File: src/rtl/pfu_pkg.sv
package pfu_pkg;

    typedef enum logic [3:0] {
        OP_ADD  = 4'd0,
        OP_SUB  = 4'd1,
        OP_AND  = 4'd2,
        OP_OR   = 4'd3,
        OP_XOR  = 4'd4,
        OP_REP1 = 4'd5,
        OP_REP2 = 4'd6,
        OP_REP4 = 4'd7,
        OP_LONE = 4'd8,
        OP_RONE = 4'd9,
        OP_LCHG = 4'd10,
        OP_RCHG = 4'd11,
        OP_MASK = 4'd12
    } op_e;

    typedef enum logic [1:0] {
        LANE_FULL = 2'd0,
        LANE_HALF = 2'd1,
        LANE_BYTE = 2'd2
    } lane_e;

    typedef enum logic [1:0] {
        REP_ONE  = 2'd0,
        REP_TWO  = 2'd1,
        REP_FOUR = 2'd2
    } rep_e;

    // A chunk k opens a new lane when carry must be cut below it.
    function automatic logic chunk_opens_lane(input logic [1:0] mode, input int k, input int nchunk);
        return (k == 0) || (mode == LANE_BYTE) || ((mode == LANE_HALF) && (k == nchunk / 2));
    endfunction

    // A chunk k closes a lane when its carry-out is reported.
    function automatic logic chunk_closes_lane(input logic [1:0] mode, input int k, input int nchunk);
        return (k == nchunk - 1) || (mode == LANE_BYTE) || ((mode == LANE_HALF) && (k == nchunk / 2 - 1));
    endfunction

    // Index of the carry bit that the lane ending at chunk k drives.
    function automatic int carry_slot(input logic [1:0] mode, input int k, input int nchunk);
        if (mode == LANE_BYTE) return k;
        if (mode == LANE_HALF) return k / (nchunk / 2);
        return 0;
    endfunction

endpackage

File: src/rtl/pfu_seg_adder.sv
module pfu_seg_adder
    import pfu_pkg::*;
#(
    parameter int DATA_W  = 32,
    parameter int CHUNK_W = 8,
    localparam int NCHUNK = DATA_W / CHUNK_W
) (
    input  logic [DATA_W-1:0] a,
    input  logic [DATA_W-1:0] b,
    input  logic              sub,
    input  logic [1:0]        mode,
    output logic [DATA_W-1:0] sum,
    output logic [NCHUNK-1:0] carry
);
    logic [NCHUNK-1:0] chunk_cin;
    logic [NCHUNK-1:0] chunk_cout;

    for (genvar k = 0; k < NCHUNK; k++) begin : g_chunk
        logic [CHUNK_W:0]   part;
        logic [CHUNK_W-1:0] b_eff;

        if (k == 0) begin : g_first
            assign chunk_cin[k] = sub;
        end else begin : g_rest
            assign chunk_cin[k] = chunk_opens_lane(mode, k, NCHUNK) ? sub : chunk_cout[k-1];
        end

        assign b_eff = b[k*CHUNK_W +: CHUNK_W] ^ {CHUNK_W{sub}};
        assign part  = {1'b0, a[k*CHUNK_W +: CHUNK_W]} + {1'b0, b_eff}
                     + {{CHUNK_W{1'b0}}, chunk_cin[k]};
        assign sum[k*CHUNK_W +: CHUNK_W] = part[CHUNK_W-1:0];
        assign chunk_cout[k] = part[CHUNK_W];
    end

    always_comb begin
        carry = '0;
        for (int k = 0; k < NCHUNK; k++) begin
            if (chunk_closes_lane(mode, k, NCHUNK)) begin
                carry[carry_slot(mode, k, NCHUNK)] = chunk_cout[k];
            end
        end
    end
endmodule

File: src/rtl/pfu_expander.sv
module pfu_expander
    import pfu_pkg::*;
#(
    parameter int DATA_W = 32
) (
    input  logic [3:0]        src,
    input  rep_e              kind,
    output logic [DATA_W-1:0] word
);
    logic [DATA_W-1:0] rep_one, rep_two, rep_four;

    for (genvar i = 0; i < DATA_W; i++) begin : g_bit
        assign rep_one[i]  = src[0];
        assign rep_two[i]  = src[i / (DATA_W / 2)];
        assign rep_four[i] = src[i / (DATA_W / 4)];
    end

    always_comb begin
        unique case (kind)
            REP_TWO:  word = rep_two;
            REP_FOUR: word = rep_four;
            default:  word = rep_one;
        endcase
    end
endmodule

File: src/rtl/pfu_bit_detect.sv
module pfu_bit_detect #(
    parameter int DATA_W = 32,
    localparam int POS_W = $clog2(DATA_W)
) (
    input  logic [DATA_W-1:0] vec,
    input  logic              from_left,
    input  logic              on_change,
    output logic [POS_W-1:0]  pos,
    output logic              found
);
    logic [DATA_W-1:0] edges;
    logic [DATA_W-1:0] target;

    // Bit i of edges marks vec[i] != vec[i-1]; bit 0 has no lower neighbour.
    assign edges  = (vec ^ {vec[DATA_W-2:0], 1'b0}) & ~{{(DATA_W-1){1'b0}}, 1'b1};
    assign target = on_change ? edges : vec;
    assign found  = |target;

    always_comb begin
        pos = '0;
        if (from_left) begin
            for (int i = 0; i < DATA_W; i++) begin
                if (target[i]) pos = POS_W'(i);
            end
        end else begin
            for (int i = DATA_W - 1; i >= 0; i--) begin
                if (target[i]) pos = POS_W'(i);
            end
        end
    end
endmodule

File: src/rtl/pfu_mask_gen.sv
module pfu_mask_gen #(
    parameter int DATA_W = 32,
    localparam int POS_W = $clog2(DATA_W)
) (
    input  logic [POS_W-1:0]  count,
    output logic [DATA_W-1:0] mask
);
    for (genvar i = 0; i < DATA_W; i++) begin : g_bit
        assign mask[i] = (POS_W'(i) < count);
    end
endmodule

File: src/rtl/pixel_field_unit.sv
module pixel_field_unit
    import pfu_pkg::*;
#(
    parameter int DATA_W  = 32,
    parameter int CHUNK_W = 8,
    localparam int NCHUNK = DATA_W / CHUNK_W,
    localparam int POS_W  = $clog2(DATA_W)
) (
    input  logic              clk,
    input  logic              rst,
    input  logic [3:0]        op_i,
    input  logic [1:0]        lane_i,
    input  logic [DATA_W-1:0] a_i,
    input  logic [DATA_W-1:0] b_i,
    output logic [DATA_W-1:0] res_o,
    output logic [NCHUNK-1:0] carry_o,
    output logic              found_o
);
    typedef struct packed {
        logic [DATA_W-1:0] data;
        logic [NCHUNK-1:0] carry;
        logic              found;
    } result_t;

    op_e               op;
    rep_e              rep_kind;
    logic [DATA_W-1:0] sum, rep_word, mask_word;
    logic [NCHUNK-1:0] sum_carry;
    logic [POS_W-1:0]  det_pos;
    logic              det_found;
    result_t           nxt, cur;

    assign op = op_e'(op_i);

    always_comb begin
        unique case (op)
            OP_REP2: rep_kind = REP_TWO;
            OP_REP4: rep_kind = REP_FOUR;
            default: rep_kind = REP_ONE;
        endcase
    end

    pfu_seg_adder #(.DATA_W(DATA_W), .CHUNK_W(CHUNK_W)) i_adder (
        .a    (a_i),
        .b    (b_i),
        .sub  (op == OP_SUB),
        .mode (lane_i),
        .sum  (sum),
        .carry(sum_carry)
    );

    pfu_expander #(.DATA_W(DATA_W)) i_expander (
        .src (a_i[3:0]),
        .kind(rep_kind),
        .word(rep_word)
    );

    pfu_bit_detect #(.DATA_W(DATA_W)) i_detect (
        .vec      (a_i),
        .from_left((op == OP_LONE) || (op == OP_LCHG)),
        .on_change((op == OP_LCHG) || (op == OP_RCHG)),
        .pos      (det_pos),
        .found    (det_found)
    );

    pfu_mask_gen #(.DATA_W(DATA_W)) i_mask (
        .count(a_i[POS_W-1:0]),
        .mask (mask_word)
    );

    always_comb begin
        nxt = '0;
        case (op)
            OP_ADD, OP_SUB: begin
                nxt.data  = sum;
                nxt.carry = sum_carry;
            end
            OP_AND: nxt.data = a_i & b_i;
            OP_OR:  nxt.data = a_i | b_i;
            OP_XOR: nxt.data = a_i ^ b_i;
            OP_REP1, OP_REP2, OP_REP4: nxt.data = rep_word;
            OP_LONE, OP_RONE, OP_LCHG, OP_RCHG: begin
                nxt.found = det_found;
                nxt.data  = det_found ? {{(DATA_W-POS_W){1'b0}}, det_pos} : '0;
            end
            OP_MASK: nxt.data = mask_word;
            default: nxt = '0;
        endcase
    end

    always_ff @(posedge clk) begin
        if (rst) cur <= '0;
        else     cur <= nxt;
    end

    assign res_o   = cur.data;
    assign carry_o = cur.carry;
    assign found_o = cur.found;
endmodule

File: config.mk
export PLATFORM = sky130hd
export DESIGN_NAME = pixel_field_unit
export DESIGN_NICKNAME = d
export VERILOG_FILES = /design/src/rtl/pfu_pkg.sv /design/src/rtl/pfu_seg_adder.sv /design/src/rtl/pfu_expander.sv /design/src/rtl/pfu_bit_detect.sv /design/src/rtl/pfu_mask_gen.sv /design/src/rtl/pixel_field_unit.sv
export SDC_FILE = /design/constraint.sdc
export NUM_CORES = 1
export LEC_CHECK = 0
export ABC_CLOCK_PERIOD_IN_PS = 26100
export CORE_ASPECT_RATIO = 1.1
export CORE_MARGIN = 3
export CORE_UTILIZATION = 45
export DETAILED_ROUTE_END_ITERATION = 6
export DONT_BUFFER_PORTS = 1
export GPL_TIMING_DRIVEN = 0
export REMOVE_ABC_BUFFERS = 1
export SLEW_MARGIN = 10
export SYNTH_ARGS = -nofsm -noshare
export SYNTH_HDL_FRONTEND = slang
export SYNTH_SLANG_ARGS = --single-unit
export TNS_END_PERCENT = 10
File: constraint.sdc
create_clock -name clk -period 26.1 [get_ports clk]
set_input_delay 2.61 -clock clk [delete_from_list [all_inputs] [get_ports clk]]
set_output_delay 2.61 -clock clk [all_outputs]
set_load 0.05 [all_outputs]
**Yosys cells after proc, flatten, opt, wreduce, memory -nomap -nowiden**

Index checks and enable logic that the tools add are counted.

- Reductions and logical operators: 14
- Add/subtract/negate cells: 8
- Mux-type cells: 109
- Magnitude comparators: 40
- Bitwise operators: 11
- Equal/unequal tests: 16

Operators with widths:

| kind | number |
|---|---|
| 5-bit two-way mux | 50 |
| 32-bit two-way mux | 7 |
| 32-bit one-hot mux with 7 select lines | 1 |
| 32-bit by 1-bit >= comparator with 1-bit output (second input constant) | 4 |
| 32-bit by 4-bit less-than comparator with 1-bit output (second input constant) | 4 |
| 5-bit less-than comparator (first input constant) | 16 |
| 32-bit one-hot mux with 2 select lines | 1 |
| 32-bit XOR | 2 |
| 4-bit two-way mux | 11 |
| 4-bit by 5-bit less-than comparator with 1-bit output (first input constant) | 8 |
| 8-bit by 8-bit adder with 9-bit output | 4 |
| 9-bit by 1-bit adder with 9-bit output | 4 |
| 32-bit AND | 1 |
| 32-bit OR | 1 |
| 32-bit OR reduction | 1 |
| 8-bit XOR | 4 |
| 4-bit == test (second input constant) | 5 |
| 3-bit by 5-bit less-than comparator with 1-bit output (first input constant) | 4 |
| 1-bit two-way mux | 20 |
| 4-bit by 3-bit == test with 1-bit output (second input constant) | 4 |
| 2-bit two-way mux | 7 |
| 4-bit bitwise mux | 3 |
| 3-bit two-way mux | 4 |
| 1-bit by 5-bit less-than comparator with 1-bit output (first input constant) | 2 |
| 15 further kinds | 30 |

- Output and inout bits: 37
- Flip-flop bits (word level): 37
- Input bits: 72
- Word-level logic and storage cells: 201

**Logic depth before layout (Yosys ltp)**

Gate-level depths: netlist of run 1.

- Depth in word-level cells: 38
- Depth in mapped cells: 41
- Depth with buffers taken out: 39

**Hierarchy**

Synthesis of run 1 repeated with hierarchy kept, for this count alone.

- Cell total of the unflattened synthesis: 1107
- Area total of the unflattened synthesis: 7992.7 um^2

By module, submodules not included:

| module | cells each | area an instance (um^2) | times used | sequential area each (um^2) |
|---|---|---|---|---|
| pixel_field_unit | 454 | 3603.5 | 1 | 740.7 |
| pfu_bit_detect | 326 | 2018.2 | 1 | 0.0 |
| pfu_seg_adder | 228 | 1757.9 | 1 | 0.0 |
| pfu_mask_gen | 57 | 312.8 | 1 | 0.0 |
| pfu_expander | 42 | 300.3 | 1 | 0.0 |

**Worst setup path before layout of run 1**

No wires, ideal clock.

- Path type: input to register
- From: in op_i[3]
- To: reg cur, in the netlist carry_o[0]
- Cell stages on the path: 40
- Setup time: 0.127 ns
- Slack: 15.781 ns
- Data arrival time: 10.192 ns
- Path buffers: 1
- Path through: or4b_1 > buf_2 > xnor2_1 > fa_1 > a21oi_1 > o21bai_1 > a21o_1 > a21oi_1 > o21ai_0 > nor2_1 > a21oi_1 > fa_1 > fa_1 > a21o_1 > a21oi_1 > o21bai_1 > a21oi_1 > o21ai_0 > [4 not listed] > a21oi_1 > nor2_1 > nor2_1 > o21bai_1 > a21oi_1 > o21bai_1 > a21oi_1 > mux2i_1 > fa_1 > fa_1 > a21o_1 > a21oi_1 > o21bai_1 > a21oi_1 > nor2b_1 > o21a_1 > o21ai_1 > mux2i_1

- Cells in the longest elaborated chain, start to end: 11
- Elaborated cells on any way between the ends: 27
- Classes of those cells: 8 x add/sub; 1 x eq/ne; 9 x mux; 6 x bitwise; 3 x reduce/logical

Ends and longest elaborated chain:

| what | RTL line | text |
|---|---|---|
| from (decl) | pixel_field_unit.sv:11 | `input logic [3:0] op_i,` |
| 4-bit by 1-bit == test with 1-bit output | pixel_field_unit.sv:46, pixel_field_unit.sv:73 |  |
| 8-bit XOR | pfu_seg_adder.sv:28 | `assign b_eff = b[k*CHUNK_W +: CHUNK_W] ^ {CHUNK_W{sub}};` |
| 8-bit by 8-bit adder with 9-bit output | pfu_seg_adder.sv:29 | `assign part = {1'b0, a[k*CHUNK_W +: CHUNK_W]} + {1'b0, b_eff}` |
| 9-bit by 1-bit adder with 9-bit output | pfu_seg_adder.sv:30 | `+ {{CHUNK_W{1'b0}}, chunk_cin[k]};` |
| 1-bit two-way mux or 4-bit AND (tied branches) | n/a |  |
| 9-bit by 1-bit adder with 9-bit output or 4-bit two-way mux (tied branches) | pfu_seg_adder.sv:30, pfu_seg_adder.sv:38 |  |
| 1-bit two-way mux or 4-bit bitwise mux (tied branches) | pfu_seg_adder.sv:25, pfu_seg_adder.sv:39 |  |
| 9-bit by 1-bit adder with 9-bit output or 4-bit two-way mux (tied branches) | pfu_seg_adder.sv:30, pfu_seg_adder.sv:38 |  |
| 1-bit two-way mux or 4-bit bitwise mux (tied branches) | pfu_seg_adder.sv:25, pfu_seg_adder.sv:39 |  |
| 9-bit by 1-bit adder with 9-bit output or 4-bit two-way mux (tied branches) | pfu_seg_adder.sv:30, pfu_seg_adder.sv:38 |  |
| 4-bit bitwise mux | pfu_seg_adder.sv:39 | `carry[carry_slot(mode, k, NCHUNK)] = chunk_cout[k];` |
| to (signal assigned) | pixel_field_unit.sv:93 | `else cur <= nxt;` |
| to (decl) | pixel_field_unit.sv:31 | `result_t nxt, cur;` |

Parallel ways exist; a longest one is shown, timed or not.
A chain may end at the register's enable or synchronous reset.

**Worst setup path after layout of run 1**

Same ends and word-level chain as after synthesis.

==> metrics.md, run 1 <==
| Metric | Value |
|---|---|
| Final setup viols | 0 |
| Number of flops mapped to enable cells by yosys | 0 |
| Critical Path Sink Type | flip-flop |
| Worst Hold Class | primary input to flip-flop |
| GPL Wtd Cong | 0.890 |
| Fraction of registers with async set/reset | 0 |
| First-pass GRT wire length | 34,400 um |
| Synth warn | 0 |
| Antenna viol nets, final | 0 |
| Pre-CTS WS | 13.59 ns |
| Crit path max-delay family | compound AO/OA/AOI/OAI gates |
| Relative slew slack | 0.416 |
| Vias after detailed routing | 6,684 |
| Cell with the most instances after synthesis | ha_1 |
| Initial antenna violation count | 0 |
| Post-CTS Resized | 0 |
| CP Launch Type | primary input |
| TritonCTS clock tree | built |
| Share of layout cells above drive strength 1 | 0.0444 |
| Post-Syn Area | 6820 um2 |
| Clock root cell | clkbuf_16 |
| Top area cells in the synthesized netlist | ha_1, dfxtp_1, a21oi_1 |
| Post-CTS setup buffers | 0 |
| Full die area | 16,700 um2 |
| TritonRoute pass-1 iters | 5 |
| Post-DP HPWL | 16,100 um |
| Total Power | 238 uW |
| Crit path buffers/inverters | 1 |
| Synth Instances | 927 |
| Syn_area_per_cell | 7.36 um2 |
| Clk slew on worst S/H paths | 0.06 ns |
| CP dominant cell by count | a21oi_1 |
| Setup TNS | 0 ns |
| Hold-fix buffers at CTS | 0 |
| Final worst path period share | 0.470 |
| Diode count | 0 |
| Largest net degree at the start of global routing | 34 |
| CP max stage delay | 1.01 ns |
| Post-synthesis cell type count | 83 |
| Slowest stage cell, crit path | or4b_2 |
| Port-buffer cells | 0 |
| Crit path DAT | 12.42 ns |
| TritonCTS Sinks | 37 |
| Sequential element share of the synthesized area | 0.109 |
| Die Ht | 135 um |
| Starting density of the core | 0.467 |
| Global-route usage over all layers | 0.260 |
| RSZ-0062 raised after global routing | no |
| Most instantiated cells after synthesis | ha_1, a21oi_1, inv_1, nor2_1, nand2_1 |
| Vias in the first global route | 6,388 |
| CTS Buf Count | 5 |
| Power per Cell Area | 33.8 nW/um2 |
| Crit-path max FO | 30 |
| Cell taking the most area after synthesis | ha_1 |
| Final Hold Viols | 0 |
| Tmin final | 12.26 ns |
| Number of max-cap violations | 0 |
| Setup ws final | 13.84 ns |
| Post-Route WL | 21,500 um |
| IO Pins | 109 |
| Peak supply drop | 0.0000220 V |
| Main flop type after synthesis | dfxtp_1 |
| Fmax achieved | 81.5 MHz |
| Status | finished clean |
| Nets | 1,064 |
| Chip width | 123 um |
| Yosys reg bits | 37 |
| FP Rows | 46 |
| Core ar. | 14,600 um2 |
| Leakage | 0.00296 uW |
| Residual DRC | 0 |
| Critical Path RT | 26.25 ns |
| Total grt overflow | 0 |
| Area Overhead vs Synth | 3.21% |
| Max Buffers Root-to-Sink | 2 |
| First DRT Iteration DRCs | 486 |
| Vias/cell | 6.24 |
| CP Class | primary input to flip-flop |
| Area share of the largest cell type after synthesis | 0.194 |
| H-tree depth | 2 |
| DR WL/cell | 20.1 um |
| Slew at the pin with the worst max-slew slack | 0.876 ns |
| Max Slew Vio Count | 0 |
| Hold Slack | 2.50 ns |
| Final Core Density | 0.482 |
path summary, 6_finish.rpt:
path          to    start  cells past startpoint  slack [ns]
max   carry_o[0]  op_i[3]                     40       13.84
min     res_o[0]  op_i[0]                      2        2.50
cells in the final DEF (no fill, tap or decap), drive strengths merged, types with 8 or more instances in the layout:
cell type,instances
a211oi,15
dfxtp,37
a221oi,20
a21o,13
a21oi,98
nor2,72
a2111oi,9
o211ai,10
o21bai,10
a22oi,20
nand4b,11
o22ai,8
ha,106
o21ai,53
inv,81
xor2,10
xnor2,54
nand3,15
a31oi,23
mux2i,9
nor3,13
nand2b,9
nand2,67
layout make-up:
cell class | instances | area (um2)
sequential | 37 | 741
timing repair buffer | 6 | 92.6
tap | 192 | 240
clock buffer | 5 | 125
fill | 1544 | 7580
multi-input combinational | 747 | 5500
clock inverter | 2 | 35.0
inverter | 82 | 308
metrics by stage:
stage               cells  cell area, um2
floorplan             866            6530
global placement     1058            6770
detailed placement   1064            6880
CTS                  1071            7040
global route         1071            7040
finish               1071            7040
flip-flops by register name (all words and copies together), names as in the netlist:
register / flops
res_o: 32
carry_o: 4
found_o: 1
cells by family after synthesis:
group / after synthesis / share of synthesized area
AO/OA/AOI/OAI: 323 / 0.317
XOR/XNOR: 64 / 0.0822
adder cells (fa/ha/maj): 113 / 0.215
buffers and inverters: 143 / 0.0888
flip-flops: 37 / 0.109
multiplexers: 11 / 0.0165
AND/OR/NAND/NOR: 236 / 0.173
where the power goes:
part / internal [uW] / switching (uW) / leakage (uW)
Clock: 44.5 / 28.4 / 0.0000797
Sequential: 60.3 / 14.7 / 0.000303
Combinational: 39.4 / 50.5 / 0.00258
routing by layer:
metal	global-route usage	up-vias	routed length, um
li1	-	3263	-
met5	0	-	0
met3	0.0656	30	1630
met4	0.0726	0	507
met1	0.343	3169	9550
met2	0.418	222	9860
Power figures use the tool's default switching activity.
==> inputs of run 2 (changes only) <==
--- a/config.mk
+++ b/config.mk
@@ -5,7 +5,7 @@
 export SDC_FILE = /design/constraint.sdc
 export NUM_CORES = 1
 export LEC_CHECK = 0
-export ABC_CLOCK_PERIOD_IN_PS = 26100
+export ABC_CLOCK_PERIOD_IN_PS = 11000
 export CORE_ASPECT_RATIO = 1.1
 export CORE_MARGIN = 3
 export CORE_UTILIZATION = 45
==> constraint.sdc (replaced) <==
create_clock -name clk -period 11 [get_ports clk]
set_input_delay 1.1 -clock clk [delete_from_list [all_inputs] [get_ports clk]]
set_output_delay 1.1 -clock clk [all_outputs]
set_load 0.05 [all_outputs]
==> metrics.md, run 2 (synthesis results as in run 1) <==
| Metric | Value |
|---|---|
| RSZ-0062 raised after global routing | no |
| CP Class | primary input to flip-flop |
| Critical Path RT | 11.15 ns |
| Largest net degree at the start of global routing | 34 |
| Core ar. | 14,600 um2 |
| Status | finished clean |
| First DRT Iteration DRCs | 547 |
| Residual DRC | 0 |
| Slowest stage cell, crit path | or4b_4 |
| Initial antenna violation count | 0 |
| H-tree depth | 2 |
| Vias/cell | 6.26 |
| Nets | 1,064 |
| Critical Path Sink Type | flip-flop |
| Die Ht | 135 um |
| CP dominant cell by count | a21oi_1 |
| Final Core Density | 0.482 |
| Crit path max-delay family | compound AO/OA/AOI/OAI gates |
| Final Hold Viols | 0 |
| DR WL/cell | 20.1 um |
| GPL Wtd Cong | 0.890 |
| Diode count | 0 |
| Crit path DAT | 10.52 ns |
| Max Buffers Root-to-Sink | 2 |
| Commonest non-fill, non-tap cell in the layout | ha_1 |
| Fmax achieved | 96.4 MHz |
| Port-buffer cells | 0 |
| Total Power | 564 uW |
| Largest register FFs | 32 |
| IO Pins | 109 |
| TritonRoute pass-1 iters | 5 |
| Number of max-cap violations | 0 |
| Area Overhead vs Synth | 3.26% |
| Post-DP HPWL | 16,100 um |
| Leakage | 0.00297 uW |
| TritonCTS clock tree | built |
| Max Slew Vio Count | 0 |
| Crit-path max FO | 30 |
| Clock root cell | clkbuf_16 |
| Setup TNS | 0 ns |
| Power per Cell Area | 80.0 nW/um2 |
| Worst Hold Class | primary input to flip-flop |
| Share of layout cells above drive strength 1 | 0.0444 |
| Fillers | 1,543 |
| Final setup viols | 0 |
| Final worst path period share | 0.943 |
| Tmin final | 10.37 ns |
| Most frequent cells in the layout | ha_1, a21oi_1, inv_1 |
| Hold Slack | 0.988 ns |
| CTS Buf Count | 5 |
| Antenna viol nets, final | 0 |
| Hold-fix buffers at CTS | 0 |
| Crit path buffers/inverters | 1 |
| FP Rows | 46 |
| Total grt overflow | 0 |
| Full die area | 16,700 um2 |
| First-pass GRT wire length | 34,400 um |
| Clk slew on worst S/H paths | 0.06 ns |
| TritonCTS Sinks | 37 |
| CP Launch Type | primary input |
| Relative slew slack | 0.408 |
| Global-route usage over all layers | 0.260 |
| Chip width | 123 um |
| Vias after detailed routing | 6,702 |
| Slew at the pin with the worst max-slew slack | 0.879 ns |
| Starting density of the core | 0.467 |
| Peak supply drop | 0.0000518 V |
| Vias in the first global route | 6,388 |
| Post-Route WL | 21,500 um |
| CP max stage delay | 0.72 ns |
[run 2: cell types whose count changed in the layout (fill, tap and decap cells not counted)]
cell and delta:
or4b_2 -1, or4b_4 +1
[run 2: final timing paths]
| check | startpoint | to | slack (ns) | depth (start not counted) |
|---|---|---|---|---|
| hold / removal | op_i[0] | res_o[0] | 0.99 | 2 |
| setup / recovery | op_i[3] | carry_o[0] | 0.63 | 40 |
[run 2: stage by stage]
stage               setup WS, ns  instances  instance area [um2]
floorplan                   1.36        866                 6530
global placement          -0.728       1058                 6770
detailed placement     -0.000184       1064                 6880
CTS                        0.278       1071                 7040
global route               0.117       1071                 7050
finish                     0.628       1071                 7050
[run 2: area by class of cell]
class | count | area (um2) | share of cell area
clock inverter | 2 | 35.0 | 0.00497
timing repair buffer | 6 | 92.6 | 0.0131
clock buffer | 5 | 125 | 0.0178
sequential | 37 | 741 | 0.105
tap | 192 | 240 | 0.0341
inverter | 82 | 308 | 0.0437
multi-input combinational | 747 | 5500 | 0.781
[run 2: where the power goes]
group | internal (uW) | switching [uW] | total (uW) | leakage, uW
combinational | 93.6 | 120 | 213 | 0.00258
sequential | 143 | 34.8 | 178 | 0.000303
clock | 106 | 66.7 | 172 | 0.0000797
[run 2: what timing repair did]
item	CTS	global route
endpoints found under the hold margin	0	0
endpoints found under the setup margin	0	3
gates resized for setup	0	1
buffers inserted	0	0
[run 2: routing by layer]
layer | up-vias | wire length, um | global-route usage
met1 | 3171 | 9390 | 0.343
li1 | 3267 | - | -
met4 | 0 | 519 | 0.0726
met3 | 31 | 1760 | 0.0656
met5 | - | 0 | 0
met2 | 233 | 9870 | 0.418
==> inputs of run 3 (changes only) <==
--- a/config.mk
+++ b/config.mk
@@ -16,5 +16,6 @@
 export SLEW_MARGIN = 10
 export SYNTH_ARGS = -nofsm -noshare
 export SYNTH_HDL_FRONTEND = slang
+export SYNTH_HIERARCHICAL = 1
 export SYNTH_SLANG_ARGS = --single-unit
 export TNS_END_PERCENT = 10
==> metrics.md, run 3 <==
| Metric | Value |
|---|---|
| Final worst path period share | 0.780 |
| Largest register FFs | 32 |
| Nets | 1,191 |
| Main flop type after synthesis | dfxtp_1 |
| CP Launch Type | primary input |
| Synth Instances | 1,107 |
| Post-synthesis cell type count | 91 |
| Synth warn | 6 |
| First-pass GRT wire length | 37,400 um |
| DR WL/cell | 18.7 um |
| WHS Path Cells | 1 |
| Die Ht | 146 um |
| Status | finished clean |
| CTS Buf Count | 5 |
| Slowest stage cell, crit path | nor4b_2 |
| Max Buffers Root-to-Sink | 2 |
| Crit-path max FO | 70 |
| Top area cells in the synthesized netlist | ha_1, dfxtp_1, inv_1 |
| GPL Wtd Cong | 0.893 |
| Min-Delay Startpoint | rst |
| Sequential element share of the synthesized area | 0.0927 |
| Post-CTS setup buffers | 0 |
| Clock root cell | clkbuf_16 |
| Most instantiated cells after synthesis | inv_1, ha_1, nor2_1, nand2_1, o21ai_0 |
| Full die area | 19,400 um2 |
| Vias after detailed routing | 7,302 |
| Setup TNS | 0 ns |
| Port-buffer cells | 0 |
| Final Hold Viols | 0 |
| Largest net degree at the start of global routing | 71 |
| Core ar. | 17,200 um2 |
| Hold-fix buffers at CTS | 0 |
| Starting density of the core | 0.465 |
| Post-CTS Resized | 0 |
| Number of flops mapped to enable cells by yosys | 0 |
| Yosys reg bits | 37 |
| Area Overhead vs Synth | -1.32% |
| Fraction of registers with async set/reset | 0 |
| Post-DP HPWL | 16,800 um |
| Global-route usage over all layers | 0.234 |
| Relative slew slack | 0.170 |
| Critical Path Sink Type | flip-flop |
| First DRT Iteration DRCs | 510 |
| Chip width | 133 um |
| Vias in the first global route | 6,822 |
| Share of layout cells above drive strength 1 | 0.0542 |
| Post-Route WL | 23,400 um |
| Clk slew on worst S/H paths | 0.06 ns |
| CP max stage delay | 0.76 ns |
| IO Pins | 109 |
| CP dominant cell by count | fa_1 |
| Fmax achieved | 117 MHz |
| CP Class | primary input to flip-flop |
| Post-Syn Area | 7990 um2 |
| Cell with the most instances after synthesis | inv_1 |
| Slew at the pin with the worst max-slew slack | 1.25 ns |
| FP Rows | 50 |
| RSZ-0062 raised after global routing | no |
| Diode count | 0 |
| Residual DRC | 0 |
| Crit path DAT | 8.79 ns |
| TritonRoute pass-1 iters | 5 |
| Total grt overflow | 0 |
| Area share of the largest cell type after synthesis | 0.152 |
| Antenna viol nets, final | 0 |
| H-tree depth | 2 |
| Power per Cell Area | 73.2 nW/um2 |
| Hold Slack | 0.883 ns |
| TritonCTS clock tree | built |
| Commonest non-fill, non-tap cell in the layout | inv_1 |
| Syn_area_per_cell | 7.22 um2 |
| Leakage | 0.00359 uW |
| Final setup viols | 0 |
| Vias/cell | 5.85 |
| TritonCTS Sinks | 37 |
| Number of max-cap violations | 0 |
| Fillers | 1,813 |
| Peak supply drop | 0.0000593 V |
| Initial antenna violation count | 0 |
| Hold worst-path end | found_o |
| Most frequent cells in the layout | inv_1, ha_1, nor2_1 |
| Tmin final | 8.58 ns |
| Critical Path RT | 11.22 ns |
| Max Slew Vio Count | 0 |
| Worst Hold Class | primary input to flip-flop |
| Cell taking the most area after synthesis | ha_1 |
[run 3: kinds of logic (layout without fill, tap and decap cells)]
family / after synthesis / after routing / share of synthesized area
XOR/XNOR: 58 / 58 / 0.0636
other: 1 / 1 / 0.000469
adder cells (fa/ha/maj): 104 / 104 / 0.169
AND/OR/NAND/NOR: 306 / 306 / 0.195
AO/OA/AOI/OAI: 327 / 327 / 0.279
flip-flops: 37 / 37 / 0.0927
multiplexers: 46 / 46 / 0.0600
buffers and inverters: 228 / 136 / 0.139
[run 3: final cells by class]
type	count	area, um2	share of cell area
Multi-Input combinational cell	842	6160	0.780
Sequential cell	37	741	0.0939
Inverter	120	450	0.0571
Tap cell	234	293	0.0371
Clock buffer	7	143	0.0181
Timing Repair Buffer	9	105	0.0133
[run 3: through the flow]
step | cell area, um2 | utilization | total power (uW) | setup WS (ns) | cells
after detailed placement | 7740 | 0.450 | 430 | 2.28 | 1242
after floorplan | 7330 | - | 382 | -1.71 | 999
after global placement | 7620 | 0.443 | 425 | -5.75 | 1233
after CTS | 7890 | 0.458 | 580 | 2.54 | 1249
final | 7890 | 0.458 | 577 | 2.42 | 1249
after global routing | 7890 | 0.458 | 620 | 1.94 | 1249
[run 3: metal layers]
metal  GRT usage  wire length [um]  vias to the layer above  share of wire
li1            -                 -                     3663              -
met1       0.316             10800                     3397           0.46
met2       0.382             10700                      218           0.46
met3      0.0429              1440                       24          0.061
met4      0.0639               510                        0          0.022
met5           0                 0                        -              0
[run 3: worst max-delay path, delay by kind of cell]
family / cells / cell delay, ns
adder cells (fa/ha/maj): 7 / 3.06
AO/OA/AOI/OAI: 14 / 2.59
AND/OR/NAND/NOR: 5 / 1.39
buffers and inverters: 2 / 0.37
multiplexers: 1 / 0.17
XOR/XNOR: 1 / 0.09
[run 3: power breakdown]
part	switching (uW)	internal (uW)
clock	57.3	89.1
sequential	32.8	143
combinational	135	120
[run 3: how the worst max path moves through the flow]
stage	from	slack, ns	to
finish	op_i[3]	2.42	carry_o[1]
global route	op_i[3]	1.94	carry_o[1]
global placement	op_i[1]	-5.75	carry_o[1]
CTS	op_i[3]	2.54	carry_o[1]
floorplan	op_i[1]	-1.71	res_o[30]
detailed placement	op_i[3]	2.28	carry_o[1]
